===== src/rtl/pic_pkg.sv =====
package pic_pkg;
  localparam int DATA_W = 32;
  localparam int ADDR_W = 4;
  typedef logic [ADDR_W-1:0] addr_t;

  localparam addr_t REG_SRC_EN  = 4'd0;
  localparam addr_t REG_FAST_EN = 4'd1;
  localparam addr_t REG_VECTOR  = 4'd2;
  localparam addr_t REG_EOS     = 4'd3;
  localparam addr_t REG_STATUS  = 4'd4;
  localparam addr_t REG_PEND    = 4'd5;
  localparam addr_t REG_LVL0    = 4'd8;

  localparam int VEC_VALID_BIT  = 8;
  localparam int VEC_LVL_LSB    = 16;
  localparam int STAT_DEPTH_LSB = 8;
  localparam int NIB_W          = 4;
  localparam int SRC_PER_GRP    = 8;
endpackage


===== src/rtl/pic_sync2.sv =====
module pic_sync2 #(
  parameter int W = 1
) (
  input  logic         clk,
  input  logic         rst_n,
  input  logic [W-1:0] d_i,
  output logic [W-1:0] q_o
);
  logic [W-1:0] stage1;

  always_ff @(posedge clk or negedge rst_n) begin
    if (!rst_n) begin
      stage1 <= '0;
      q_o    <= '0;
    end else begin
      stage1 <= d_i;
      q_o    <= stage1;
    end
  end
endmodule


===== src/rtl/pic_arbiter.sv =====
module pic_arbiter #(
  parameter int NSRC  = 31,
  parameter int LVL_W = 3,
  parameter int ID_W  = 5
) (
  input  logic [NSRC-1:0]       cand_i,
  input  logic [NSRC*LVL_W-1:0] lvl_i,
  output logic                  win_valid_o,
  output logic [ID_W-1:0]       win_id_o,
  output logic [LVL_W-1:0]      win_lvl_o
);
  // Strict greater-than on an ascending scan keeps the lowest index on ties.
  always_comb begin
    win_valid_o = 1'b0;
    win_id_o    = '0;
    win_lvl_o   = '0;
    for (int i = 0; i < NSRC; i++) begin
      if (cand_i[i] && (lvl_i[i*LVL_W +: LVL_W] > win_lvl_o)) begin
        win_valid_o = 1'b1;
        win_id_o    = ID_W'(i);
        win_lvl_o   = lvl_i[i*LVL_W +: LVL_W];
      end
    end
  end
endmodule


===== src/rtl/pic_level_stack.sv =====
module pic_level_stack #(
  parameter int LVL_W   = 3,
  parameter int DEPTH   = 7,
  parameter int DEPTH_W = 3
) (
  input  logic               clk,
  input  logic               rst_n,
  input  logic               push_i,
  input  logic               pop_i,
  input  logic [LVL_W-1:0]   push_lvl_i,
  output logic [LVL_W-1:0]   cur_o,
  output logic [DEPTH_W-1:0] depth_o
);
  localparam int SLOTS = 1 << DEPTH_W;

  logic [LVL_W-1:0] saved [SLOTS];

  always_ff @(posedge clk or negedge rst_n) begin
    if (!rst_n) begin
      cur_o   <= '0;
      depth_o <= '0;
      for (int k = 0; k < SLOTS; k++) saved[k] <= '0;
    end else if (push_i) begin
      saved[depth_o] <= cur_o;
      cur_o          <= push_lvl_i;
      depth_o        <= depth_o + 1'b1;
    end else if (pop_i) begin
      cur_o   <= saved[depth_o - 1'b1];
      depth_o <= depth_o - 1'b1;
    end
  end
endmodule


===== src/rtl/prio_irq_ctrl.sv =====
module prio_irq_ctrl
  import pic_pkg::*;
#(
  parameter int NSRC      = 31,
  parameter int LVL_W     = 3,
  parameter int STK_DEPTH = 7
) (
  input  logic              clk,
  input  logic              rst_n,
  input  logic              fiq_req_i,
  input  logic [NSRC-1:0]   irq_req_i,
  input  logic              wr_en_i,
  input  logic              rd_en_i,
  input  logic [ADDR_W-1:0] addr_i,
  input  logic [DATA_W-1:0] wdata_i,
  output logic [DATA_W-1:0] rdata_o,
  output logic              fiq_o,
  output logic              irq_o
);
  localparam int ID_W    = $clog2(NSRC);
  localparam int DEPTH_W = $clog2(STK_DEPTH + 1);

  logic                  fast_sync, fast_en_q;
  logic [NSRC-1:0]       req_sync, req_prev, req_rise;
  logic [NSRC-1:0]       pend_q, src_en_q, lvl_nz, cand, clr_mask;
  logic [LVL_W-1:0]      lvl_q [NSRC];
  logic [NSRC*LVL_W-1:0] lvl_flat;
  logic                  win_valid;
  logic [ID_W-1:0]       win_id;
  logic [LVL_W-1:0]      win_lvl, cur_lvl;
  logic [DEPTH_W-1:0]    depth;
  logic                  above, vec_take, eos_pop;
  logic [DATA_W-1:0]     rd_mux;
  logic                  unused_wdata;

  assign unused_wdata = ^wdata_i;

  pic_sync2 #(.W(1)) u_fast_sync (
    .clk(clk), .rst_n(rst_n), .d_i(fiq_req_i), .q_o(fast_sync)
  );

  pic_sync2 #(.W(NSRC)) u_req_sync (
    .clk(clk), .rst_n(rst_n), .d_i(irq_req_i), .q_o(req_sync)
  );

  always_ff @(posedge clk or negedge rst_n) begin
    if (!rst_n) begin
      req_prev  <= '0;
      src_en_q  <= '0;
      fast_en_q <= 1'b0;
      pend_q    <= '0;
    end else begin
      req_prev <= req_sync;
      pend_q   <= (pend_q & ~clr_mask) | req_rise;
      if (wr_en_i && addr_i == REG_SRC_EN)  src_en_q  <= wdata_i[NSRC-1:0];
      if (wr_en_i && addr_i == REG_FAST_EN) fast_en_q <= wdata_i[0];
    end
  end

  assign req_rise = req_sync & ~req_prev;

  for (genvar i = 0; i < NSRC; i++) begin : g_src
    localparam addr_t GRP_ADDR = addr_t'(REG_LVL0 + i / SRC_PER_GRP);
    localparam int    NIB_LSB  = (i % SRC_PER_GRP) * NIB_W;

    always_ff @(posedge clk or negedge rst_n) begin
      if (!rst_n) lvl_q[i] <= '0;
      else if (wr_en_i && addr_i == GRP_ADDR) lvl_q[i] <= wdata_i[NIB_LSB +: LVL_W];
    end

    assign lvl_flat[i*LVL_W +: LVL_W] = lvl_q[i];
    assign lvl_nz[i] = |lvl_q[i];
  end

  assign cand = pend_q & src_en_q & lvl_nz;

  pic_arbiter #(.NSRC(NSRC), .LVL_W(LVL_W), .ID_W(ID_W)) u_arb (
    .cand_i(cand), .lvl_i(lvl_flat),
    .win_valid_o(win_valid), .win_id_o(win_id), .win_lvl_o(win_lvl)
  );

  assign above    = win_valid && (win_lvl > cur_lvl);
  assign vec_take = rd_en_i && addr_i == REG_VECTOR && above;
  assign eos_pop  = wr_en_i && addr_i == REG_EOS && !vec_take && (depth != '0);
  assign clr_mask = vec_take ? (NSRC'(1) << win_id) : '0;

  pic_level_stack #(.LVL_W(LVL_W), .DEPTH(STK_DEPTH), .DEPTH_W(DEPTH_W)) u_stack (
    .clk(clk), .rst_n(rst_n), .push_i(vec_take), .pop_i(eos_pop),
    .push_lvl_i(win_lvl), .cur_o(cur_lvl), .depth_o(depth)
  );

  always_comb begin
    rd_mux = '0;
    case (addr_i)
      REG_SRC_EN:  rd_mux[NSRC-1:0] = src_en_q;
      REG_FAST_EN: rd_mux[0] = fast_en_q;
      REG_VECTOR: begin
        if (above) begin
          rd_mux[ID_W-1:0]                = win_id;
          rd_mux[VEC_VALID_BIT]           = 1'b1;
          rd_mux[VEC_LVL_LSB +: LVL_W]    = win_lvl;
        end
      end
      REG_STATUS: begin
        rd_mux[LVL_W-1:0]                 = cur_lvl;
        rd_mux[STAT_DEPTH_LSB +: DEPTH_W] = depth;
      end
      REG_PEND:    rd_mux[NSRC-1:0] = pend_q;
      default: begin
        for (int i = 0; i < NSRC; i++) begin
          if (addr_i == addr_t'(REG_LVL0 + i / SRC_PER_GRP))
            rd_mux[(i % SRC_PER_GRP)*NIB_W +: LVL_W] = lvl_q[i];
        end
      end
    endcase
  end

  assign rdata_o = rd_en_i ? rd_mux : '0;
  assign fiq_o   = fast_sync & fast_en_q;
  assign irq_o   = above;
endmodule


===== config.mk =====
export PLATFORM = sky130hd
export DESIGN_NAME = prio_irq_ctrl
export DESIGN_NICKNAME = d
export VERILOG_FILES = /design/src/rtl/pic_pkg.sv /design/src/rtl/pic_sync2.sv /design/src/rtl/pic_arbiter.sv /design/src/rtl/pic_level_stack.sv /design/src/rtl/prio_irq_ctrl.sv
export SDC_FILE = /design/constraint.sdc
export NUM_CORES = 1
export LEC_CHECK = 0
export ABC_AREA = 1
export BUFFER_PORTS_ARGS = -buffer_cell sky130_fd_sc_hd__buf_4
export CAP_MARGIN = 40
export CORE_MARGIN = 2
export CORE_UTILIZATION = 39
export DETAILED_ROUTE_END_ITERATION = 10
export GPL_ROUTABILITY_DRIVEN = 0
export GPL_TIMING_DRIVEN = 1
export PLACE_DENSITY = 0.6
export SLEW_MARGIN = 0
export SYNTH_ARGS = -nofsm -noshare
export SYNTH_HDL_FRONTEND = slang
export SYNTH_SLANG_ARGS = --single-unit

===== constraint.sdc =====
create_clock -name clk -period 49.6 [get_ports clk]
set_input_delay 9.92 -clock clk [delete_from_list [all_inputs] [get_ports clk]]
set_output_delay 9.92 -clock clk [all_outputs]
set_load 0.01 [all_outputs]

==> PnR_summary.wiki, run 1 <==
{| class="wikitable"
! Metric !! Value
|-
| Layout area overhead || 15.5%
|-
| Highest Clock Rate || 21.4 MHz
|-
| Worst Path Arrival || 36830 ps
|-
| Crit path buffers/inverters || 16
|-
| Power Dens Cells || 73.8 nW/um2
|-
| Post-DP HPWL || 38300 um
|-
| Clk root buf || sky130_fd_sc_hd__clkbuf_16
|-
| Net load switching power || 647 uW
|-
| Category of the worst setup path capture point || output pin
|-
| Critical path required time || 39680 ps
|-
| Status || completed
|-
| Global-route wire length before repair || 77300 um
|-
| Worst-path cell with the longest stage delay || sky130_fd_sc_hd__dfrtp_1
|-
| Starting utilization of the core area || 39.6%
|-
| Crit-path max cell delay || 400 ps
|-
| Initial antenna violation count || 0
|-
| Leakage || 0.00873 uW
|-
| # hold bufs at CTS || 0
|-
| Clock skew || 35.9 ps
|-
| Average routed wire per standard cell || 20.1 um
|-
| Ys async rst share || 100%
|-
| Number of fill cells || 3770
|-
| Core outline area || 38800 um2
|-
| Measured slew at the worst slew-check pin || 1120 ps
|-
| Top post-synthesis cells by area || sky130_fd_sc_hd__dfrtp_1, sky130_fd_sc_hd__nand2_1, sky130_fd_sc_hd__o21ai_0
|-
| Time the final worst path needs with I/O delays and setup || 46750 ps
|-
| Largest fanout of any net on the critical path || 13
|-
| Power Internal || 664 uW
|-
| Number of detailed-routing iterations run before antenna repair || 6
|-
| Cell type contributing the most total cell area after synthesis || sky130_fd_sc_hd__dfrtp_1
|-
| Sum of negative setup slack || 0 ps
|-
| Number of antenna-violating nets in the routed design || 0
|-
| Post-synthesis area per instance || 8.07 um2
|-
| Number of nets in the layout || 2115
|-
| Count of distinct cell types in the synthesized netlist || 49
|-
| Share of cells above drive strength 1 || 17.7%
|-
| IO Pins || 106
|-
| Post-route cell area || 17800 um2
|-
| Final number of setup-violating endpoints || 0
|-
| Clock-pin slew of the registers on the worst-case setup and hold paths || 60 ps
|-
| Die ar. || 41000 um2
|-
| Top-count cell post-synth || sky130_fd_sc_hd__nand2_1
|-
| IO Port Bufs || 103
|-
| Proportion of power drawn by combinational gates || 59.1%
|-
| Via count || 13920
|-
| Leftover overflow at the end of global routing || 0
|-
| Share of power burned in registers || 23.0%
|-
| Cell family contributing the most delay on the critical path || compound AO/OA/AOI/OAI gates
|-
| Count of warnings emitted by yosys || 0
|-
| CTS Sinks || 281
|-
| DRC viols || 0
|-
| Buffer depth of the longest clock path || 3
|-
| Drt via density || 5.47
|-
| Row count || 72
|-
| Number of max-cap violations || 0
|-
| Setup CP Type || reg -> out
|-
| Max Slew Vio Count || 0
|-
| Classification of the worst-slack hold path || reg -> reg
|-
| Worst supply voltage drop on vdd || 0.0426 mV
|-
| First DRT Iteration DRCs || 1814
|-
| Part of the cycle the worst path needs || 94.2%
|-
| GR Util All Layers || 24.8%
|-
| Launching element type of the critical path || register
|-
| Portion of total power attributed to the clock network || 17.9%
|-
| Most frequent cell on the critical path || sky130_fd_sc_hd__o21ai_0
|-
| Most used DFF post-synth || sky130_fd_sc_hd__dfrtp_1
|-
| Switching share of total power || 49.3%
|-
| Via count of the first global-routing pass || 12915
|-
| Cell count after synthesis || 1905
|-
| RSZ-0062 raised after global routing || no
|-
| Worst relative slew slack || 25.3%
|-
| Pin count of the biggest net entering global routing || 166
|-
| Nets in the synthesized netlist || 2017
|-
| Chip width || 203 um
|-
| Skew-Pair Late Insertion Delay || 620 ps
|-
| Sequential area share after synthesis || 45.7%
|-
| Final Routed Wirelength || 51200 um
|-
| Number of synthesized flops with an enable pin || 0
|-
| Total CTS buffers || 31
|-
| Die Ht || 203 um
|-
| Total cell area at the placement stage || 16700 um2
|-
| Fraction of synthesized cell area taken by the top area cell type || 45.7%
|-
| TritonCTS clock tree || built
|-
| H-tree depth || 1
|-
| Cell area after synthesis || 15400 um2
|-
| Final hold vios || 0
|-
| Synthesis-stage register bit count || 281
|-
| Commonest cells post-synth || sky130_fd_sc_hd__nand2_1, sky130_fd_sc_hd__dfrtp_1, sky130_fd_sc_hd__o21ai_0
|}
[placed cells by master, fill, tap and decap left out, types with 7 or more instances in the layout]
cell,Yosys,routed
sky130_fd_sc_hd__a211oi_1,9,9
sky130_fd_sc_hd__a21oi_1,47,46
sky130_fd_sc_hd__a221oi_1,37,37
sky130_fd_sc_hd__a31oi_1,16,15
sky130_fd_sc_hd__buf_4,4,117
sky130_fd_sc_hd__clkbuf_1,46,7
sky130_fd_sc_hd__clkbuf_16,0,31
sky130_fd_sc_hd__clkinv_2,1,7
sky130_fd_sc_hd__dfrtp_1,281,281
sky130_fd_sc_hd__ha_1,40,40
sky130_fd_sc_hd__inv_1,213,212
sky130_fd_sc_hd__inv_2,13,14
sky130_fd_sc_hd__mux2_2,7,7
sky130_fd_sc_hd__nand2_1,503,501
sky130_fd_sc_hd__nand2_2,63,65
sky130_fd_sc_hd__nand2_4,14,14
sky130_fd_sc_hd__nand3_1,103,103
sky130_fd_sc_hd__nand3_2,43,43
sky130_fd_sc_hd__nand3_4,7,7
sky130_fd_sc_hd__nor2_1,77,75
sky130_fd_sc_hd__nor3_1,24,24
sky130_fd_sc_hd__o21ai_0,216,203
sky130_fd_sc_hd__o21ai_1,42,54
sky130_fd_sc_hd__o221ai_1,16,16
sky130_fd_sc_hd__o22ai_1,14,14
sky130_fd_sc_hd__or2_2,11,11
[kinds of logic (layout without fill, tap and decap cells)]
logic type | Yosys count | count (layout) | share of synthesized area [%]
DFF | 281 | 281 | 45.7
and+or+nand+nor | 867 | 867 | 27.3
buffers and inverters | 287 | 410 | 7.23
other | 1 | 2 | 0.0244
xor gates and xnor gates | 3 | 3 | 0.171
adders and majority gates | 40 | 40 | 3.25
muxes | 7 | 7 | 0.512
AOI/OAI and AO/OA | 419 | 419 | 15.8
[metrics by stage]
stage | hold slack [ps] | instances | utilization, % | total power, uW | worst slack (ps)
after floorplan | 331 | 1905 | - | 875 | 8470
after global placement | 334 | 2486 | 43.0 | 1030 | 2840
after detailed placement | 335 | 2486 | 43.0 | 1050 | 1870
after CTS | 348 | 2544 | 45.7 | 1290 | 1120
after global routing | 355 | 2546 | 45.8 | 1410 | 43.8
final | 346 | 2547 | 45.8 | 1310 | 2850
[metal layers]
| metal | part of all wire, % | track usage (%) |
|---|---|---|
| met1 | 43 | 35.6 |
| met2 | 43 | 37.2 |
| met3 | 10 | 4.64 |
| met4 | 4.1 | 9.31 |
| met5 | 0 | 0 |
[power groups by stage]
| stage | combinational [uW] | clock [uW] | sequential [uW] |
|---|---|---|---|
| 3_3_place_gp | 729 | 0 | 303 |
| 4_1_cts | 754 | 239 | 300 |
| 2_1_floorplan | 589 | 0 | 287 |
| 3_5_place_dp | 750 | 0 | 303 |
| 5_1_grt | 860 | 248 | 305 |
| 6_report | 775 | 234 | 302 |
[worst paths after layout]
check,from,endpoint,cells after the start,slack [ps]
setup / recovery,pend_q[0]$_DFF_PN0_,rdata_o[4],206,2850
hold / removal,u_req_sync.stage1[1]$_DFF_PN0_,u_req_sync.q_o[1]$_DFF_PN0_,0,350
setup reg to reg,pend_q[0]$_DFF_PN0_,pend_q[22]$_DFF_PN0_,206,13260
hold reg to reg,u_req_sync.stage1[1]$_DFF_PN0_,u_req_sync.q_o[1]$_DFF_PN0_,0,350
max in group asynchronous,rst_n,lvl_flat[51]$_DFFE_PN0P_,2,38770
min in group asynchronous,rst_n,u_fast_sync.stage1$_DFF_PN0_,1,9280
[flip-flops by register name, indices dropped and copies added (netlist names)]
| name | cells |
|---|---|
| lvl_flat | 93 |
| pend_q | 31 |
| req_prev | 31 |
| src_en_q | 31 |
| u_req_sync.q_o | 31 |
| u_req_sync.stage1 | 31 |
| u_stack.saved | 24 |
| u_stack.cur_o | 3 |
| u_stack.depth_o | 3 |
| fast_en_q | 1 |
| u_fast_sync.q_o | 1 |
| u_fast_sync.stage1 | 1 |
[cell type report]
cell class,instances,area (um2),share of cell area (%)
antenna,1,2.50,0.0141
clock buffer,44,885,4.98
clock inverter,14,149,0.838
inverter,233,876,4.93
multi-input combinational,1337,7260,40.9
sequential,281,7030,39.6
tap,518,648,3.65
timing repair buffer,119,913,5.14
[what timing repair did]
item / in CTS / in global routing
buffers inserted: 0 / 2
setup endpoints to repair: 0 / 10
gates resized for setup: 0 / 18
(Power assumes the default switching activity.)
==> run 2, diff against run 1 <==
--- a/config.mk
+++ b/config.mk
@@ -9,5 +9,4 @@
 export BUFFER_PORTS_ARGS = -buffer_cell sky130_fd_sc_hd__buf_4
 export CAP_MARGIN = 40
-export CORE_MARGIN = 2
 export CORE_UTILIZATION = 39
 export DETAILED_ROUTE_END_ITERATION = 10
@@ -15,5 +14,5 @@
 export GPL_TIMING_DRIVEN = 1
 export PLACE_DENSITY = 0.6
-export SLEW_MARGIN = 0
+export SLEW_MARGIN = 25
 export SYNTH_ARGS = -nofsm -noshare
 export SYNTH_HDL_FRONTEND = slang
==> constraint.sdc (replaced) <==
create_clock -name clk -period 49.6 [get_ports clk]
set_input_delay 7.44 -clock clk [delete_from_list [all_inputs] [get_ports clk]]
set_output_delay 7.44 -clock clk [all_outputs]
set_load 0.01 [all_outputs]
==> run 2 against run 1 <==
Sequential share of layout area fell by 0.48 points. Register-to-register slack got worse by 2100 ps. Cell count hardly changed. Critical endpoint is now rdata_o[18]. Hold slack barely moved. Sequential cell count stayed put. Die area is 2.0% lower. Wire length down 0.38%. First-iteration DRC count is 23% lower. Clock power increased by 21%. Via count decreased by 1.2%.
==> PnR_summary.wiki, run 2 (synthesized netlist as in run 1, its figures left out) <==
{| class="wikitable"
! Metric !! Value
|-
| Time the final worst path needs with I/O delays and setup || 46370 ps
|-
| Die Ht || 201 um
|-
| Worst Path Arrival || 38930 ps
|-
| Clock skew || 24.8 ps
|-
| Number of max-cap violations || 0
|-
| IO Port Bufs || 103
|-
| Cell depth of the worst flop-to-flop path || 207
|-
| Most frequent cell on the critical path || sky130_fd_sc_hd__o21ai_0
|-
| Worst flop-to-flop path endpoint || pend_q[22]$_DFF_PN0_
|-
| Part of the cycle the worst path needs || 93.5%
|-
| TritonCTS clock tree || built
|-
| Power Dens Cells || 74.8 nW/um2
|-
| Hold Path End || u_req_sync.q_o[27]$_DFF_PN0_
|-
| Highest Clock Rate || 21.6 MHz
|-
| Core outline area || 38700 um2
|-
| Via count || 13756
|-
| Leakage || 0.00885 uW
|-
| Worst min-delay path startpoint || u_req_sync.stage1[27]$_DFF_PN0_
|-
| DRC viols || 0
|-
| Critical path required time || 42160 ps
|-
| IO Pins || 106
|-
| Number of fill cells || 3801
|-
| Final number of setup-violating endpoints || 0
|-
| Number of flip-flops under the largest register name || 93
|-
| First DRT Iteration DRCs || 1402
|-
| Number of antenna-violating nets in the routed design || 0
|-
| Largest fanout of any net on the critical path || 13
|-
| Setup CP Type || reg -> out
|-
| Instance count after placement with tap cells included || 2486
|-
| Post-DP HPWL || 38200 um
|-
| Antenna Cells || 0
|-
| Hold slack final || 346 ps
|-
| Worst-path cell with the longest stage delay || sky130_fd_sc_hd__o21ai_0
|-
| Worst relative slew slack || 30.7%
|-
| Clock-pin slew of the registers on the worst-case setup and hold paths || 60 ps
|-
| Sum of negative setup slack || 0 ps
|-
| Chip width || 201 um
|-
| RSZ-0062 raised after global routing || no
|-
| Hold path depth || 0
|-
| Classification of the worst-slack hold path || reg -> reg
|-
| Crit-path max cell delay || 570 ps
|-
| Die ar. || 40200 um2
|-
| Measured slew at the worst slew-check pin || 1040 ps
|-
| Max Slew Vio Count || 0
|-
| GR Util All Layers || 25.3%
|-
| Number of detailed-routing iterations run before antenna repair || 8
|-
| Commonest non-fill, non-tap cell in the layout || sky130_fd_sc_hd__nand2_1
|-
| Drt via density || 5.40
|-
| Global-route wire length before repair || 77000 um
|-
| Final Routed Wirelength || 51000 um
|-
| Number of gates given a new drive strength after cts || 0
|-
| Post-route cell area || 18000 um2
|-
| Final hold vios || 0
|-
| Via count of the first global-routing pass || 12884
|-
| Average routed wire per standard cell || 20.0 um
|-
| Total CTS buffers || 35
|-
| Buffers inserted during post-CTS setup optimization || 0
|-
| Layout area overhead || 16.9%
|-
| Buffer depth of the longest clock path || 3
|-
| Total cell area at the placement stage || 16700 um2
|-
| Launching element type of the critical path || register
|-
| # hold bufs at CTS || 0
|-
| Starting utilization of the core area || 39.7%
|-
| CTS Sinks || 281
|-
| Number of nets in the layout || 2117
|-
| H-tree depth || 2
|-
| Reg-to-reg critical path startpoint || pend_q[0]$_DFF_PN0_
|-
| Category of the worst setup path capture point || output pin
|-
| Leading cell types in the layout, fill and taps excluded || sky130_fd_sc_hd__nand2_1, sky130_fd_sc_hd__dfrtp_1, sky130_fd_sc_hd__o21ai_0
|-
| Pin count of the biggest net entering global routing || 171
|-
| Worst supply voltage drop on vdd || 0.0503 mV
|-
| Layout Cells excl Fill || 2549
|-
| Leftover overflow at the end of global routing || 0
|-
| Status || completed
|-
| Initial antenna violation count || 4
|-
| Slack of the worst reg-to-reg path || 11170 ps
|-
| Skew-Pair Late Insertion Delay || 570 ps
|-
| Clk root buf || sky130_fd_sc_hd__clkbuf_16
|-
| Share of cells above drive strength 1 || 17.9%
|-
| Row count || 72
|}
==> run 2: changes by cell type in the layout (fill, tap and decap cells not counted), sizes merged <==
| cell | change |
|---|---|
| inv | +3 |
| clkbuf | -1 |
| clkinvlp | +1 |
| bufinv | +4 |
| diode | -1 |
| buf | -2 |
| clkinv | -2 |
==> run 2: worst max-delay path by stage <==
stage / depth (start not counted) / to / start / slack, ps
floorplan: 205 / rdata_o[3] / lvl_flat[2]$_DFFE_PN0P_ / 10950
global placement: 207 / rdata_o[4] / pend_q[0]$_DFF_PN0_ / 5400
detailed placement: 207 / rdata_o[4] / pend_q[0]$_DFF_PN0_ / 4570
CTS: 207 / rdata_o[4] / pend_q[0]$_DFF_PN0_ / 3860
global route: 206 / rdata_o[18] / pend_q[0]$_DFF_PN0_ / 270
finish: 207 / rdata_o[18] / pend_q[0]$_DFF_PN0_ / 3230
==> run 2: layer usage <==
| layer | global-route usage [%] | vias up | part of all wire, % |
|---|---|---|---|
| met5 | 0 | - | 0.018 |
| li1 | - | 6556 | - |
| met2 | 37.9 | 610 | 43 |
| met3 | 5.18 | 99 | 9.2 |
| met4 | 10.1 | 2 | 3.7 |
| met1 | 35.9 | 6489 | 44 |
==> run 2: stage by stage <==
stage | util, % | worst slack (ps) | total power [uW]
floorplan | - | 10950 | 875
global placement | 43.1 | 5400 | 1030
detailed placement | 43.1 | 4570 | 1050
CTS | 46.4 | 3860 | 1340
global route | 46.4 | 271 | 1450
finish | 46.4 | 3230 | 1350
==> run 2: cell type report <==
cell class | count | area [um2] | share of cell area, %
inverters | 233 | 876 | 4.87
multi-input cells | 1337 | 7250 | 40.3
clock buffers | 43 | 976 | 5.43
clock inverters | 20 | 310 | 1.73
flip-flops and latches | 281 | 7030 | 39.1
well taps | 518 | 648 | 3.60
repair buffers | 117 | 898 | 4.99
==> run 2: worst max-delay path: cells and delay by family (launching register included) <==
family | cells | cell delay [ps]
AOI/OAI and AO/OA | 62 | 14800
adders and majority gates | 31 | 9220
buffers and inverters | 16 | 1640
DFF | 1 | 410
and+or+nand+nor | 98 | 12310
==> run 2: where the power goes <==
group	total, uW	switching [uW]	leakage (uW)	internal (uW)
clock network	282	108	0.000618	174
logic	763	501	0.00486	262
registers	301	38.4	0.00337	263
total	1350	648	0.00885	698
